File: src/rtl/arm_seq_pkg.sv
package arm_seq_pkg;

  localparam int LOC_AW = 24;
  localparam int HALF_W = 16;

  localparam logic [1:0] BANK_RSV = 2'b00;
  localparam logic [1:0] BANK_EPC = 2'b01;
  localparam logic [1:0] BANK_TID = 2'b10;
  localparam logic [1:0] BANK_USR = 2'b11;

  typedef enum logic [1:0] {
    TS_IDLE = 2'd0,
    TS_HALF = 2'd1,
    TS_FULL = 2'd2
  } ts_state_e;

  // Location word is legal when the top six bits are clear and the bank is TID or User.
  function automatic logic loc_word_ok(input logic [15:0] hi);
    return (hi[15:10] == 6'd0) && (hi[9:8] == BANK_TID || hi[9:8] == BANK_USR);
  endfunction

  function automatic logic [LOC_AW-1:0] loc_base(input logic [15:0] hi, input logic [15:0] lo);
    return {hi[7:0], lo};
  endfunction

  function automatic logic [LOC_AW-1:0] loc_next(input logic [15:0] hi, input logic [15:0] lo);
    return loc_base(hi, lo) + LOC_AW'(1);
  endfunction

  function automatic logic volt_pass(input logic [15:0] v, input logic [15:0] th);
    return v > th;
  endfunction

  function automatic logic volt_low(input logic [15:0] v, input logic [15:0] th);
    return v < th;
  endfunction

endpackage

File: src/rtl/arm_addr_match.sv
module arm_addr_match
  import arm_seq_pkg::*;
(
  input  logic [1:0]        wr_bank,
  input  logic [LOC_AW-1:0] wr_addr,
  input  logic [15:0]       loc_hi,
  input  logic [15:0]       loc_lo,
  output logic              loc_ok,
  output logic              hit_high,
  output logic              hit_low
);

  logic [LOC_AW-1:0] base_w;
  logic [LOC_AW-1:0] next_w;
  logic              bank_eq;

  always_comb begin
    loc_ok   = loc_word_ok(loc_hi);
    base_w   = loc_base(loc_hi, loc_lo);
    next_w   = loc_next(loc_hi, loc_lo);
    bank_eq  = (wr_bank == loc_hi[9:8]);
    hit_high = loc_ok && bank_eq && (wr_addr == base_w);
    hit_low  = loc_ok && bank_eq && (wr_addr == next_w);
  end

endmodule

File: src/rtl/arm_ts_fsm.sv
module arm_ts_fsm
  import arm_seq_pkg::*;
#(
  parameter int HW = HALF_W
) (
  input  logic            clk,
  input  logic            rst_n,
  input  logic            wr_valid,
  input  logic            bap_mode,
  input  logic            hit_high,
  input  logic            hit_low,
  input  logic            freeze,
  input  logic [HW-1:0]   wr_data,
  output logic            ts_done,
  output logic [2*HW-1:0] ts_word
);

  ts_state_e      state_q, state_d;
  logic [HW-1:0]  pend_q;
  logic           take_high;
  logic           take_low;
  logic           abandon;

  // Named events for the checks below.
  always_comb begin
    take_high = wr_valid && bap_mode && hit_high && !freeze;
    take_low  = wr_valid && bap_mode && hit_low && !freeze && (state_q == TS_HALF);
    abandon   = wr_valid && !freeze && (state_q == TS_HALF) && !take_high && !take_low;
  end

  always_comb begin
    state_d = state_q;
    if (take_high)      state_d = TS_HALF;
    else if (take_low)  state_d = TS_FULL;
    else if (abandon)   state_d = TS_IDLE;
  end

  always_ff @(posedge clk or negedge rst_n) begin
    if (!rst_n) begin
      state_q <= TS_IDLE;
      pend_q  <= '0;
      ts_word <= '0;
    end else begin
      state_q <= state_d;
      if (take_high) pend_q  <= wr_data;
      if (take_low)  ts_word <= {pend_q, wr_data};
    end
  end

  assign ts_done = (state_q == TS_FULL);

  a_r3_commit_follows_high: assert property (@(posedge clk) disable iff (!rst_n)
    $rose(ts_done) |-> $past(state_q == TS_HALF));

  a_r2_passive_no_commit: assert property (@(posedge clk) disable iff (!rst_n)
    !bap_mode |=> $stable(ts_word));

  a_r4_abandon_drops: assert property (@(posedge clk) disable iff (!rst_n)
    abandon |=> (state_q == TS_IDLE));

  a_r10_frozen_pair: assert property (@(posedge clk) disable iff (!rst_n)
    freeze |=> $stable(ts_word));

endmodule

File: src/rtl/arm_batt_gate.sv
module arm_batt_gate
  import arm_seq_pkg::*;
#(
  parameter int VW = 12
) (
  input  logic          clk,
  input  logic          rst_n,
  input  logic          meas_valid,
  input  logic [VW-1:0] meas_value,
  input  logic [VW-1:0] meas_limit,
  input  logic          alarm_wr,
  input  logic          alarm_bit,
  output logic          meas_pass,
  output logic          alarm
);

  logic meas_done;
  logic take;
  logic below;
  logic above;

  always_comb begin
    take  = meas_valid && !meas_done;
    above = volt_pass(16'(meas_value), 16'(meas_limit));
    below = volt_low(16'(meas_value), 16'(meas_limit));
  end

  always_ff @(posedge clk or negedge rst_n) begin
    if (!rst_n) begin
      meas_done <= 1'b0;
      meas_pass <= 1'b0;
      alarm     <= 1'b0;
    end else begin
      if (take) begin
        meas_done <= 1'b1;
        meas_pass <= above;
      end
      if (take && below)  alarm <= 1'b1;
      else if (alarm_wr)  alarm <= alarm_bit;
    end
  end

  a_r6_pass_strict: assert property (@(posedge clk) disable iff (!rst_n)
    $rose(meas_pass) |-> $past(meas_valid && (meas_value > meas_limit)));

  a_r6_first_only: assert property (@(posedge clk) disable iff (!rst_n)
    meas_done |=> $stable(meas_pass));

  a_r7_low_sets_alarm: assert property (@(posedge clk) disable iff (!rst_n)
    (take && (meas_value < meas_limit)) |=> alarm);

endmodule

File: src/rtl/logger_arm_seq.sv
module logger_arm_seq
  import arm_seq_pkg::*;
#(
  parameter int               VW         = 12,
  parameter logic [LOC_AW-1:0] ALARM_WORD = 24'h000021,
  parameter int               ALARM_BIT  = 11
) (
  input  logic              clk,
  input  logic              rst_n,
  input  logic              wr_valid,
  input  logic [1:0]        wr_bank,
  input  logic [LOC_AW-1:0] wr_addr,
  input  logic [HALF_W-1:0] wr_data,
  input  logic              bap_mode,
  input  logic              cfg_done,
  input  logic              meas_valid,
  input  logic [VW-1:0]     meas_value,
  input  logic [VW-1:0]     meas_limit,
  input  logic [15:0]       loc_hi,
  input  logic [15:0]       loc_lo,
  output logic              armed,
  output logic [2*HALF_W-1:0] utc_time,
  output logic              batt_alarm
);

  logic loc_ok;
  logic hit_high;
  logic hit_low;
  logic ts_done;
  logic meas_pass;
  logic alarm_wr;
  logic arm_ready;
  logic armed_q;

  arm_addr_match u_match (
    .wr_bank  (wr_bank),
    .wr_addr  (wr_addr),
    .loc_hi   (loc_hi),
    .loc_lo   (loc_lo),
    .loc_ok   (loc_ok),
    .hit_high (hit_high),
    .hit_low  (hit_low)
  );

  arm_ts_fsm #(.HW(HALF_W)) u_ts (
    .clk      (clk),
    .rst_n    (rst_n),
    .wr_valid (wr_valid),
    .bap_mode (bap_mode),
    .hit_high (hit_high),
    .hit_low  (hit_low),
    .freeze   (armed_q),
    .wr_data  (wr_data),
    .ts_done  (ts_done),
    .ts_word  (utc_time)
  );

  assign alarm_wr = wr_valid && (wr_bank == BANK_EPC) && (wr_addr == ALARM_WORD);

  arm_batt_gate #(.VW(VW)) u_batt (
    .clk        (clk),
    .rst_n      (rst_n),
    .meas_valid (meas_valid),
    .meas_value (meas_value),
    .meas_limit (meas_limit),
    .alarm_wr   (alarm_wr),
    .alarm_bit  (wr_data[ALARM_BIT]),
    .meas_pass  (meas_pass),
    .alarm      (batt_alarm)
  );

  assign arm_ready = cfg_done && bap_mode && loc_ok && ts_done && meas_pass;

  always_ff @(posedge clk or negedge rst_n) begin
    if (!rst_n) armed_q <= 1'b0;
    else if (arm_ready) armed_q <= 1'b1;
  end

  assign armed = armed_q;

  a_r9_armed_sticky: assert property (@(posedge clk) disable iff (!rst_n)
    armed |=> armed);

  a_r8_arms_when_ready: assert property (@(posedge clk) disable iff (!rst_n)
    arm_ready |=> armed);

  a_r8_no_early_arm: assert property (@(posedge clk) disable iff (!rst_n)
    $rose(armed) |-> $past(cfg_done && bap_mode && ts_done && meas_pass));

  a_r10_time_frozen: assert property (@(posedge clk) disable iff (!rst_n)
    armed |=> $stable(utc_time));

endmodule

File: config.mk
export PLATFORM = sky130hd
export DESIGN_NAME = logger_arm_seq
export DESIGN_NICKNAME = d
export VERILOG_FILES = /design/src/rtl/arm_seq_pkg.sv /design/src/rtl/arm_addr_match.sv /design/src/rtl/arm_ts_fsm.sv /design/src/rtl/arm_batt_gate.sv /design/src/rtl/logger_arm_seq.sv
export SDC_FILE = /design/constraint.sdc
export NUM_CORES = 1
export LEC_CHECK = 0
export ABC_CLOCK_PERIOD_IN_PS = 5600
export BUFFER_PORTS_ARGS = -buffer_cell sky130_fd_sc_hd__buf_2
export CAP_MARGIN = 20
export CORE_MARGIN = 8
export CORE_UTILIZATION = 53
export CTS_CLUSTER_SIZE = 24
export DETAILED_ROUTE_END_ITERATION = 12
export PLACE_DENSITY = 0.82
export SETUP_SLACK_MARGIN = 0.4
export SYNTH_ARGS = -nofsm -noshare
export SYNTH_HDL_FRONTEND = slang
export SYNTH_SLANG_ARGS = --single-unit
export TNS_END_PERCENT = 10
File: constraint.sdc
create_clock -name clk -period 5.6 [get_ports clk]
set_input_delay 0.28 -clock clk [delete_from_list [all_inputs] [get_ports clk]]
set_output_delay 0.28 -clock clk [all_outputs]
set_load 0.05 [all_outputs]
==> results by group <==
Clock network
  – Clock transition at the registers of the reported paths: 0.10 ns
  – Worst skew pair latency: roughly 0.31 ns
  – CTS Sinks: 54
  – Maximum root-to-sink buffer count: 2
  – CTS tree: built
  – PostCTS Resize Cnt: 0
  – H-tree depth: 2
  – TritonCTS Buffers: 5
  – Setup Buffers After CTS: 0
  – Root Driver: clkbuf_8
  – Cts hold-fix bufs: 0

Yosys
  – Yosys Warn Count: 0
  – Synth Flop Type: dfrtp_1
  – Top cell type's share of synthesized area: 38.5%
  – Top-count cell post-synth: dfrtp_1
  – Mapped cell area: 3510 µm²
  – Synth cell types: 50
  – Synth area leader: dfrtp_1
  – Sequential fraction of the synthesis area: 38.5%
  – Cells after Synth: 306
  – EDFF count, synth: 0
  – Synth area leaders: dfrtp_1 (39%), mux2_4 (12%), mux2_2 (6.1%)
  – Net Count, Synth: ~420
  – Post-synth top cells: dfrtp_1 (54), mux2_4 (29), xnor2_1 (21)
  – Synth Register Bits: 54
  – Ys async rst share: 100%
  – Mean Syn Cell Area: 11.5 µm²

Power and ir drop
  – PD cells: 173 nW/µm²
  – Switching share of power: 27.8%
  – Share of total power in combinational logic: 19.6%
  – Clk network pwr share: 28.3%
  – Sequential power share: 52.1%
  – Leakage: 2.24 nW
  – Sw Pwr: between 0.2 and 0.25 mW
  – Pint: 0.545 mW
  – Worst vdd ir: 186 µV
  – Power Total: 0.755 mW

Global routing
  – Largest net degree at the start of global routing: 55
  – GRT Util Overall: 19.8%
  – First-pass GRT wire length: 15800 µm
  – Initial antenna violation count: 0
  – Vias in the first global route: 3212
  – Residual overflow from global routing: 0

Timing
  – Period utilization: 50.7%
  – Final setup TNS: 0 ns
  – Setup violations, final: 0
  – Layout Skew: between 0.01 and 0.015 ns
  – Worst rel slew slack: 37.0%
  – Fmax: 352 MHz
  – RSZ-0062 raised after global routing: false
  – Fin. max-slew vios: 0
  – Final setup margin: 2.76 ns
  – Endpoints failing hold: 0
  – Min cycle time layout: 2.84 ns
  – Actual slew at the worst max-slew pin: 0.941 ns

Run
  – Maxcap violations: 0

Setup path
  – Critical path data arrival time: between 3 and 4 ns
  – R2R depth: 7
  – Worst r2r dst: u_ts.pend_q[7]
  – Worst-path fanout max: 18
  – CP endpoint kind: flip-flop
  – Reg2reg start: armed
  – Crit path launch type: input pin
  – Reg2Reg Setup Slack: 2.86 ns
  – CP required: 5.80 ns
  – Critical path class: input pin to flip-flop

Detailed routing
  – DRC Markers: 0
  – Vias: slightly below 3000
  – WL final: around 9300 µm
  – DR vias/cell: 5.60
  – Iteration-0 DRC Markers: ~110
  – Initial DRT Pass Iterations: 4
  – ANT nets after route: 0
  – Wire per inst: 17.7 µm

Cells and area
  – Layout Cells excl Fill: roughly 530
  – # diodes: 0
  – Final nets: roughly 570
  – Syn-to-layout area delta: 24.2%
  – Fillcell total: 505
  – Share of layout cells above drive strength 1: between 40% and 50%
  – Post-route cell area: 4360 µm²

Die
  – FP Rows: 29
  – Core ar.: 6390 µm²
  – Die Y: 97.3 µm
  – Effective utilization at floorplan: 54.9%
  – DIE AREA: approximately 9500 µm²
  – # IOs: approximately 140
  – Die Wd: roughly 97 µm

Placed design
  – Port Buffers: 137
  – Placed cell count: slightly above 500
  – Post-DP HPWL: 7630 µm
  – Routability cong.: ~0.96
  – Post-place setup slack: 2.40 ns
  – Placed Instance Area: ~4300 µm²

Min path
  – HP Class: input pin to asynchronous set/reset pin

Status
  – Outcome: finished clean
## flip-flops by register name, summed over array words and instances (netlist names)
name              flops
u_batt.alarm          1
armed                 1
u_batt.meas_done      1
u_ts.state_q          2
u_ts.ts_word         32
u_ts.pend_q          16
u_batt.meas_pass      1
## cells by family after synthesis
kind of cell / synth area share [%]
XOR/XNOR: 8.99
buffers and inverters: 2.78
adder cells (fa/ha/maj): 4.64
AND/OR/NAND/NOR: 17.6
multiplexers: 19.4
AO/OA/AOI/OAI: 8.07
flip-flops: 38.5
## through the flow
step	hold slack (ns)	utilization, %
3_5_place_dp	0.435	66.8
5_1_grt	0.139	68.2
2_1_floorplan	-0.0156	-
3_3_place_gp	0.430	66.8
6_report	0.0679	68.2
4_1_cts	0.0921	68.2
## per-layer routing
metal	wire length (µm)	track usage, %	part of all wire [%]
met3	521	4.41	5.6
met2	4860	35.6	52
met1	3820	23.3	41
met4	115	4.55	1.2
met5	0	0	0
## worst max-delay path by stage
stage	startpoint	to	slack, ns	cells past startpoint
global route	loc_lo[1]	u_ts.ts_word[9]	2.58	9
detailed placement	loc_hi[13]	u_ts.pend_q[13]	2.40	8
finish	loc_lo[1]	u_ts.ts_word[9]	2.76	9
global placement	loc_hi[13]	u_ts.pend_q[12]	2.52	8
floorplan	loc_lo[6]	u_ts.ts_word[11]	2.76	9
CTS	loc_hi[13]	u_ts.pend_q[13]	2.74	8
## final cells by class
cell class / count / area, µm² / area share, %
well taps: 77 / 96.3 / 2.21
inverters: 14 / 52.6 / 1.21
clock buffers: 5 / 68.8 / 1.58
flip-flops and latches: 54 / 1350 / 31.0
clock inverters: 3 / 21.3 / 0.488
multi-input cells: 233 / 2060 / 47.2
repair buffers: 140 / 708 / 16.3
## power by group through the flow
stage               clock (mW)  sequential [mW]  combinational (mW)
global placement             0            0.401               0.145
global route             0.239            0.394               0.165
CTS                      0.220            0.393               0.148
floorplan                    0            0.405              0.0670
detailed placement           0            0.401               0.147
finish                   0.214            0.393               0.148
## worst max-delay path, stage by stage
cell and delay (ns):
buf_2 0.11, nand3_1 0.28, or4_2 0.68, nor2_1 0.19
mux2i_1 0.23, nand4_1 0.16, a2111oi_4 0.33, buf_4 0.39
mux2_2 0.38
## cells in the final DEF, fill, tap and decap left out, types with 5 or more instances in the layout
cell type	Yosys	final
nand4_1	13	13
xor2_1	15	15
xnor2_1	21	21
nor2b_1	5	5
a21oi_1	7	7
mux2_2	19	19
buf_2	0	137
nor3_1	6	6
ha_1	13	13
nand2_1	20	20
dfrtp_1	54	54
nand3_1	7	7
mux2_4	29	29
clkbuf_8	0	5
inv_1	14	14
o21ai_0	5	5
nor4_1	8	8
(Power assumes the default switching activity.)
